`src/rtl/rob_pkg.sv`:
```
package rob_pkg;
    localparam int ROB_DEPTH = 8;
    localparam int ROB_IDX_W = $clog2(ROB_DEPTH);
    localparam int ROB_CNT_W = ROB_IDX_W + 1;
    localparam int REG_W     = 5;
    localparam int XLEN      = 32;
    localparam int NSRC      = 2;

    typedef struct packed {
        logic [REG_W-1:0] rd;
        logic [XLEN-1:0]  pc;
        logic [XLEN-1:0]  data;
        logic             done;
        logic             exc;
        logic             dead;
        logic             is_br;
        logic             pred;
        logic             is_st;
    } slot_t;

    typedef struct packed {
        slot_t [ROB_DEPTH-1:0] slot;
        logic [ROB_IDX_W-1:0]  head;
        logic [ROB_CNT_W-1:0]  cnt;
    } rob_state_t;
endpackage

```
`src/rtl/rob_younger_mask.sv`:
```
module rob_younger_mask #(
    parameter int DEPTH = 8,
    localparam int IDX_W = $clog2(DEPTH),
    localparam int CNT_W = IDX_W + 1
) (
    input  logic [IDX_W-1:0] head,
    input  logic [CNT_W-1:0] cnt,
    input  logic [IDX_W-1:0] ref_idx,
    output logic [DEPTH-1:0] occupied,
    output logic [DEPTH-1:0] younger
);
    logic [IDX_W-1:0] ref_age;
    assign ref_age = ref_idx - head;

    for (genvar i = 0; i < DEPTH; i++) begin : g_age
        logic [IDX_W-1:0] age;
        assign age         = IDX_W'(i) - head;
        assign occupied[i] = {1'b0, age} < cnt;
        assign younger[i]  = occupied[i] && (age > ref_age);
    end
endmodule

```
`src/rtl/rob_fwd_search.sv`:
```
module rob_fwd_search #(
    parameter int DEPTH = 8,
    parameter int REG_W = 5,
    parameter int XLEN  = 32,
    localparam int IDX_W = $clog2(DEPTH)
) (
    input  logic [IDX_W-1:0]            head,
    input  logic [DEPTH-1:0]            live,
    input  logic [DEPTH-1:0]            done,
    input  logic [DEPTH-1:0][REG_W-1:0] rd,
    input  logic [DEPTH-1:0][XLEN-1:0]  data,
    input  logic [REG_W-1:0]            src,
    output logic                        hit,
    output logic                        ready,
    output logic [IDX_W-1:0]            idx,
    output logic [XLEN-1:0]             value
);
    always_comb begin
        hit   = 1'b0;
        ready = 1'b0;
        idx   = '0;
        value = '0;
        // walk oldest to youngest; a later match overrides an earlier one
        for (int k = 0; k < DEPTH; k++) begin
            logic [IDX_W-1:0] p;
            p = head + IDX_W'(k);
            if (live[p] && src != '0 && rd[p] == src) begin
                hit   = 1'b1;
                ready = done[p];
                idx   = p;
                value = done[p] ? data[p] : '0;
            end
        end
    end
endmodule

```
`src/rtl/rob_core.sv`:
```
module rob_core
    import rob_pkg::*;
(
    input  logic                      clk,
    input  logic                      rst_n,
    input  logic                      alloc_valid,
    input  logic [REG_W-1:0]          alloc_rd,
    input  logic [XLEN-1:0]           alloc_pc,
    input  logic                      alloc_is_br,
    input  logic                      alloc_pred,
    input  logic                      alloc_is_st,
    output logic                      alloc_ready,
    output logic [ROB_IDX_W-1:0]      alloc_idx,
    input  logic                      cmpl_valid,
    input  logic [ROB_IDX_W-1:0]      cmpl_idx,
    input  logic [XLEN-1:0]           cmpl_data,
    input  logic                      cmpl_exc,
    input  logic                      br_valid,
    input  logic [ROB_IDX_W-1:0]      br_idx,
    input  logic                      br_taken,
    input  logic [NSRC*REG_W-1:0]     src_rd,
    output logic [NSRC-1:0]           fwd_hit,
    output logic [NSRC-1:0]           fwd_ready,
    output logic [NSRC*ROB_IDX_W-1:0] fwd_idx,
    output logic [NSRC*XLEN-1:0]      fwd_data,
    output logic                      cm_retire,
    output logic                      cm_reg_we,
    output logic [REG_W-1:0]          cm_reg_addr,
    output logic [XLEN-1:0]           cm_reg_data,
    output logic                      cm_store_rel,
    output logic                      cm_exc,
    output logic [XLEN-1:0]           cm_exc_pc,
    output logic [ROB_CNT_W-1:0]      occupancy
);
    rob_state_t st_q, st_d;

    logic [ROB_DEPTH-1:0] occ_mask, kill_mask;
    logic [ROB_DEPTH-1:0] live_v, done_v;
    logic [ROB_DEPTH-1:0][REG_W-1:0] rd_v;
    logic [ROB_DEPTH-1:0][XLEN-1:0]  data_v;

    rob_younger_mask #(.DEPTH(ROB_DEPTH)) u_age (
        .head     (st_q.head),
        .cnt      (st_q.cnt),
        .ref_idx  (br_idx),
        .occupied (occ_mask),
        .younger  (kill_mask)
    );

    for (genvar i = 0; i < ROB_DEPTH; i++) begin : g_view
        assign live_v[i] = occ_mask[i] && !st_q.slot[i].dead;
        assign done_v[i] = st_q.slot[i].done;
        assign rd_v[i]   = st_q.slot[i].rd;
        assign data_v[i] = st_q.slot[i].data;
    end

    for (genvar s = 0; s < NSRC; s++) begin : g_fwd
        rob_fwd_search #(
            .DEPTH (ROB_DEPTH),
            .REG_W (REG_W),
            .XLEN  (XLEN)
        ) u_search (
            .head  (st_q.head),
            .live  (live_v),
            .done  (done_v),
            .rd    (rd_v),
            .data  (data_v),
            .src   (src_rd[s*REG_W +: REG_W]),
            .hit   (fwd_hit[s]),
            .ready (fwd_ready[s]),
            .idx   (fwd_idx[s*ROB_IDX_W +: ROB_IDX_W]),
            .value (fwd_data[s*XLEN +: XLEN])
        );
    end

    slot_t                h_slot;
    logic                 nonempty, flush, pop, grant, mispred;
    logic [ROB_IDX_W-1:0] tail;

    always_comb begin
        st_d     = st_q;
        h_slot   = st_q.slot[st_q.head];
        nonempty = st_q.cnt != '0;
        tail     = st_q.head + st_q.cnt[ROB_IDX_W-1:0];
        flush    = nonempty && !h_slot.dead && h_slot.done && h_slot.exc;
        pop      = nonempty && (h_slot.dead || h_slot.done);
        mispred  = br_valid && (br_taken != st_q.slot[br_idx].pred);

        alloc_ready = (st_q.cnt != ROB_CNT_W'(ROB_DEPTH)) && !flush;
        alloc_idx   = tail;
        grant       = alloc_valid && alloc_ready;

        cm_retire    = pop;
        cm_exc       = flush;
        cm_exc_pc    = flush ? h_slot.pc : '0;
        cm_reg_we    = pop && !h_slot.dead && !h_slot.exc && !h_slot.is_br
                       && !h_slot.is_st && h_slot.rd != '0;
        cm_reg_addr  = cm_reg_we ? h_slot.rd : '0;
        cm_reg_data  = cm_reg_we ? h_slot.data : '0;
        cm_store_rel = pop && !h_slot.dead && !h_slot.exc && h_slot.is_st;
        occupancy    = st_q.cnt;

        if (flush) begin
            st_d.head = tail;
            st_d.cnt  = '0;
        end else begin
            if (cmpl_valid) begin
                st_d.slot[cmpl_idx].done = 1'b1;
                st_d.slot[cmpl_idx].data = cmpl_data;
                st_d.slot[cmpl_idx].exc  = cmpl_exc;
            end
            if (br_valid) begin
                st_d.slot[br_idx].done = 1'b1;
            end
            if (mispred) begin
                for (int i = 0; i < ROB_DEPTH; i++) begin
                    if (kill_mask[i]) st_d.slot[i].dead = 1'b1;
                end
            end
            if (grant) begin
                st_d.slot[tail].rd    = alloc_rd;
                st_d.slot[tail].pc    = alloc_pc;
                st_d.slot[tail].data  = '0;
                st_d.slot[tail].done  = 1'b0;
                st_d.slot[tail].exc   = 1'b0;
                st_d.slot[tail].dead  = mispred;
                st_d.slot[tail].is_br = alloc_is_br;
                st_d.slot[tail].pred  = alloc_pred;
                st_d.slot[tail].is_st = alloc_is_st;
            end
            if (pop) st_d.head = st_q.head + 1'b1;
            st_d.cnt = st_q.cnt + ROB_CNT_W'(grant) - ROB_CNT_W'(pop);
        end
    end

    always_ff @(posedge clk) begin
        if (!rst_n) begin
            st_q <= '0;
        end else begin
            st_q <= st_d;
        end
    end
endmodule

```
`config.mk`:
```
export PLATFORM = sky130hd
export DESIGN_NAME = rob_core
export DESIGN_NICKNAME = d
export VERILOG_FILES = /design/src/rtl/rob_pkg.sv /design/src/rtl/rob_younger_mask.sv /design/src/rtl/rob_fwd_search.sv /design/src/rtl/rob_core.sv
export SDC_FILE = /design/constraint.sdc
export NUM_CORES = 2
export LEC_CHECK = 0
export CAP_MARGIN = 0
export CELL_PAD_IN_SITES_DETAIL_PLACEMENT = 0
export CELL_PAD_IN_SITES_GLOBAL_PLACEMENT = 1
export CORE_AREA = 2 2 277 347
export DETAILED_ROUTE_END_ITERATION = 7
export DIE_AREA = 0 0 279 349
export HOLD_SLACK_MARGIN = 0.08
export PLACE_DENSITY_LB_ADDON = 0.15
export SYNTH_ARGS = -nofsm -noshare
export SYNTH_HDL_FRONTEND = slang
export SYNTH_SLANG_ARGS = --single-unit
```
`constraint.sdc`:
```
create_clock -name clk -period 9.25 [get_ports clk]
set_input_delay 0.925 -clock clk [delete_from_list [all_inputs] [get_ports clk]]
set_output_delay 0.925 -clock clk [all_outputs]
set_load 0.05 [all_outputs]
```
; Word-level counts from Yosys, hierarchy flattened
; Index checks and enable logic that the tools add are counted.
[totals]
ff_bits = 607
latch_bits = 0
ram_bits = 0
mem_bits_ro = 0
in_bits = 95
output_inout_bits = 155
wordCells = 439
mem_count = 0
[classes]
addsub = 19
mul = 0
div_mod_pow = 0
n_lt_le_gt_ge = 30
n_eq_ne = 18
shifts = 0
mux = 213
bitwise = 1
reduce_logical = 84
[ops]
columns = cell, count
row1 = $bwmux 600, 13
row2 = $mux 600, 5
row3 = $demux 75 s3, 13
row4 = $mux 32, 34
row5 = $bmux 32 s3, 8
row6 = $bmux 75 s3, 2
row7 = $mux 75, 2
row8 = $bmux 5 s3, 8
row9 = $eq 5x5->1, 16
row10 = $mux 38, 2
row11 = $mux 1, 73
row12 = $mux 70, 1
row13 = $logic_and 1x1->1, 64
row14 = $mux 5, 11
row15 = $mux 3, 18
row16 = $bmux 1 s3, 16
row17 = $lt 3x4->1 const B, 11
row18 = $lt 3x4->1, 8
row19 = $gt 3x3->1, 8
row20 = $mux 6, 3
row21 = $reduce_bool 5->1, 3
row22 = $logic_not 1->1, 13
row23 = $add 3x3->3 const B, 4
row24 = $sub 3x3->3 const A, 4
row25 = 19 further kinds, 25

; Depth between registers and ports, before layout
[logic_depth]
ltp_word = 25
mapped_depth = 25
ltp_nobuf = 14

; By module
; Synthesis repeated with hierarchy kept, for this count alone.
[unflattened]
cells_unflattened = 6397
hier_area_um2 = 60043.8
[by_module_without_submodules]
columns = module, n_inst, cells_per_inst, area_per_inst_um2, seq_area_each_um2
row1 = rob_core, 1, 3275, 29718.5, 12151.7
row2 = rob_fwd_search, 2, 1504, 14754.2, 0.0
row3 = rob_younger_mask, 1, 114, 817.0, 0.0

; Least setup slack after synthesis
; Ideal clock, no wire load.
[synth_timing]
path_kind = register -> output
startpoint = reg st_q[5] (netlist bit)
endpoint = out fwd_data[39]
arrival_time_ps = 7128
required_time_ps = 8325
path_slack_ps = 1197
path_stages_with_launch = 25
n_path_buf = 11
path_cell_list = dfxtp_1 inv_1 clkbuf_1 clkbuf_1 clkbuf_1 clkbuf_1 buf_1 ha_1 xnor2_2 buf_4 buf_1 clkbuf_1 clkbuf_1 ha_1 nor2_1 a211oi_1 or3_1 a32o_1 a21o_1 or4_1 buf_2 clkbuf_1 nor2_1 o21ai_0 o32ai_1
[synth_between]
elab_chain_cells = 15
word_cells_on_any_way = 135
classes_between = add/sub: 15 / order compare: 8 / eq/ne: 8 / mux: 80 / reduce/logical: 24
[synth_rtl]
columns = element, line
row1 = start: declaration, rob_core.sv:35  ; rob_state_t st_q, st_d;
row2 = start signal: assignment, rob_core.sv:140  ; st_q <= st_d;
row3 = $sub 1x3->3 (tied with other cells), rob_younger_mask.sv:17  ; assign age = IDX_W'(i) - head;
row4 = $lt 3x4->1, rob_younger_mask.sv:18  ; assign occupied[i] = {1'b0, age} < cnt;
row5 = $logic_and 1x1->1, rob_core.sv:51  ; assign live_v[i] = occ_mask[i] && !st_q.slot[i].dead;
row6 = $bmux 1 s3, rob_fwd_search.sv:27  ; if (live[p] && src != '0 && rd[p] == src) begin
row7 = $mux 1 (implied by the code), rob_fwd_search.sv:27
row8 = $logic_and 1x1->1 (2 in a row), rob_fwd_search.sv:27
row9 = $mux 32 (7 in a row), rob_fwd_search.sv:27
row10 = $mux 32 (*), rob_fwd_search.sv:27
row11 = end: declaration, rob_core.sv:25  ; output logic [NSRC*XLEN-1:0] fwd_data,
; Every way passes the cells marked *; elsewhere a longest branch is shown, timed or not. The select of a mux whose other input is x is not followed.

; Final worst setup path
[layout_timing]
startpoint = reg st_q[5] (netlist bit)
endpoint = out fwd_idx[4]
[layout_between]
elab_chain_cells = 15
word_cells_on_any_way = 95
classes_between = add/sub: 15 / order compare: 8 / eq/ne: 8 / mux: 40 / reduce/logical: 24
[layout_rtl]
columns = element, line
row1 = $sub 1x3->3 (tied with other cells), rob_younger_mask.sv:17
row2 = $lt 3x4->1, rob_younger_mask.sv:18
row3 = $logic_and 1x1->1, rob_core.sv:51
row4 = $bmux 1 s3, rob_fwd_search.sv:27
row5 = $mux 1 (implied by the code), rob_fwd_search.sv:27
row6 = $logic_and 1x1->1 (2 in a row), rob_fwd_search.sv:27
row7 = $mux 3 (7 in a row), rob_fwd_search.sv:27
row8 = $mux 3 (*), rob_fwd_search.sv:27
row9 = end: declaration, rob_core.sv:24  ; output logic [NSRC*ROB_IDX_W-1:0] fwd_idx,
; Marks and branches as above.

==> key figures <==
Status
  – Run status: complete, but fails checks
  – Violated checks: max-capacitance violations, max-slew violations

Place
  – Post-Place Cell Area: ~46,000 um2
  – IO buf count: 249
  – Post-DP HPWL: between 100,000 and 150,000 um
  – RD Place Congestion: around 1.0

Drt
  – Routed WL: 215,000 um
  – DR vias/cell: around 6.6
  – Detail Route Antenna Nets: 0
  – # DRC: 0
  – Initial DRC Count: approximately 5,200
  – Vias: 43,800
  – Routed WL per cell: around 32 um
  – DR pass1 iterations: 6

Synthesis
  – Ys async rst share: 0%
  – Avg Cell Area, Syn: 7.85 um2
  – Post-synthesis mux area share: 23.7%
  – Syn. warnings: 0
  – Main combinational cell family by area after synthesis: multiplexers
  – Post-synth cell types: 89
  – Area share of fa/ha/maj cells after synthesis: 1.18%
  – Register area share after synthesis: 28.3%
  – Cell Area, Synth: 43,000 um2
  – Xor-xnor portion of the synthesized cell area: 1.73%
  – FF+latch count, synth: about 610
  – Post-Synth Simple-Gate Area: 21.0%
  – Gate count after technology mapping: 5,476
  – Compound-gate portion of the synthesized area: 18.0%
  – Top_reg_cell synth: dfxtp_1
  – Post-synth EDFFs: 0
  – Synthesized net count: ~5,600

Clock tree
  – Clock transition at path regs: approximately 60 ps
  – Sink Count: 607
  – Post-CTS Resized: 0
  – Hold Buf Count CTS: 0
  – CTS root buffer: clkbuf_16
  – Worst-case clock buffer depth: 3
  – H-tree depth: 3
  – CTS tree: built
  – Setup bufs post-CTS: 0
  – Num CTS Buffers: 67
  – Clk_lat worst skew: about 650 ps

Floorplanning
  – Ports: 250
  – Die area: 97,400 um2
  – Row count: approximately 130
  – Initial Util: a little under half
  – Die Wd: roughly 280 um
  – Die H: 349 um
  – Core area: between 90,000 and 100,000 um2

Timing
  – Final period util: 95.3%
  – Setup TNS: 0 ps
  – RSZ-0062 raised after global routing: no
  – Fmax: 113 MHz
  – Setup Viol. Count Final: 0
  – Min Tclk post-route: 8810 ps
  – Worst-Margin Slew: 1630 ps
  – Final Hold Vio Count: 0
  – Fin Clk Skew: 52.5 ps
  – Slew Viols, Final: 17
  – Worst slew margin: -8.97%

Layout
  – Most frequent cells in the layout: 1,694 x nand2_1, 810 x a21oi_1, 604 x dfxtp_1, 364 x mux4_2, 280 x nor2_1
  – Finished layout cell area: 48,300 um2
  – P&R area growth vs syn: 12.2%
  – Filler cell count in the final layout: 9,079
  – Share of cells above drive strength 1: 14.3%
  – Final #Nets: 5,484
  – Most frequent standard cell in the layout excluding fill and tap cells: nand2_1

Critical path
  – Most frequent CP cell: o31ai_1
  – Crit path max fanout: between 40 and 50
  – Critical path class: register to output pin
  – CP max stage delay: ~900 ps
  – Startpoint types: register
  – Critical Path Source: st_q[5]$_SDFFE_PN0P_
  – Worst path slowest cell: ha_4
  – R2r setup slk: 2720 ps
  – CP cell instances: clkinv_2 > ha_4 > clkinv_1 > ha_1 > nand2b_1 > a211oi_1 > o31ai_1 > mux4_2 > nor3b_2 > buf_4 > or4_1 > a2111oi_0 > o31ai_1 > a22oi_1 > clkdlybuf4s50_1
  – Worst Path Required: 8330 ps
  – Worst reg-to-reg path cell count: 10
  – Critical Path End Type: output pin
  – Worst R2R Start: st_q[6]$_SDFFE_PN0P_
  – Worst EP arrival: between 7000 and 8000 ps
  – Reg2reg end: data_v[180]$_SDFFE_PN0N_

Flow run
  – Max_cap viols: 6

Hold path
  – Hold_sp: st_q[289]$_SDFFE_PN0P_
  – WHS Path Cells: 2
  – Worst hold path type: register to register
  – Hold Path Sink: st_q[289]$_SDFFE_PN0P_

GRT
  – Initial antenna violation count: 18
  – GRT Util Overall: 44.2%
  – Gr ovfl total: 0
  – First-pass GRT wire length: 307,000 um
  – Largest net degree at the start of global routing: 136
  – Vias in the first global route: approximately 40,000

Power
  – Peak VDD IR: 0.190 mV
  – Power density over cell area: 248 nW/um2
  – Leak: 15.0 nW
  – Pwr Total: roughly 12 mW
## registers in the layout, indices dropped and copies added (netlist names)
signal	cells
done_v	8
data_v	256
rd_v	40
st_q	299
occupancy	4
## synth_stat cells, drive strengths merged, types with 33 or more instances
master / count / area share [%]
mux4: 364 / 19
inv: 52 / 0.45
nand2: 1702 / 15
mux2i: 182 / 4.2
a21o: 41 / 0.72
xor2: 33 / 0.69
clkbuf: 394 / 3.5
o21ai: 134 / 1.6
nand3: 46 / 0.54
ha: 34 / 0.99
a221oi: 35 / 0.74
buf: 167 / 2.1
a211oi: 36 / 0.66
dfxtp: 607 / 28
nor2: 300 / 2.6
nor3: 57 / 0.69
a21oi: 825 / 9.6
xnor2: 50 / 1.0
## through the flow
stage	utilization (%)	setup slack, ps	cells	hold slack, ps
floorplan	-	1200	5476	433
global placement	48.7	1390	6487	439
detailed placement	48.7	1210	6487	444
CTS	51.0	572	6598	452
global route	51.3	233	6614	470
finish	51.3	436	6625	452
## critical path: cells and delay by family (launching register included)
kind / cells / cell delay, ps
flip-flops: 1 / 710
adder cells (fa/ha/maj): 2 / 1350
multiplexers: 1 / 520
AND/OR/NAND/NOR: 3 / 840
AO/OA/AOI/OAI: 5 / 1550
buffers and inverters: 4 / 2220
## worst max-delay path by stage
stage | slack (ps) | to | cells past startpoint
floorplan | 1200 | fwd_data[39] | 24
global placement | 1390 | fwd_idx[4] | 15
detailed placement | 1210 | fwd_idx[4] | 15
CTS | 570 | fwd_idx[4] | 15
global route | 230 | fwd_idx[3] | 15
finish | 440 | fwd_idx[4] | 15
## per-layer routing
layer / global-route usage [%] / wire [um] / vias up
met5: 0 / 90 / -
met4: 43.6 / 25600 / 14
met3: 14.3 / 18700 / 851
met2: 68.4 / 98700 / 2550
met1: 46.9 / 72200 / 21300
li1: - / - / 19100
## layout make-up
type / count / area, um2 / area share [%]
Antenna cell: 16 / 40.0 / 0.0830
Clock buffer: 93 / 1920 / 3.97
Clock inverter: 18 / 264 / 0.547
Inverter: 54 / 213 / 0.441
Multi-Input combinational cell: 4254 / 28600 / 59.3
Sequential cell: 607 / 12200 / 25.2
Tap cell: 1216 / 1520 / 3.15
Timing Repair Buffer: 367 / 3520 / 7.30
## where the power goes
group,total (mW),switching [mW],internal (mW)
combinational,6.12,4.13,1.99
clock,2.75,1.16,1.59
sequential,3.08,0.233,2.85
total,11.9,5.53,6.42
## kinds of logic (layout without fill, tap and decap cells)
kind of cell,after synthesis,after routing
AOI/OAI and AO/OA,1316,1316
xor gates and xnor gates,83,83
adders and majority gates,38,38
buffers and inverters,615,532
DFF,607,607
muxes,561,561
other,0,16
and+or+nand+nor,2256,2256
Note: power is estimated with default switching activity, not from simulation.
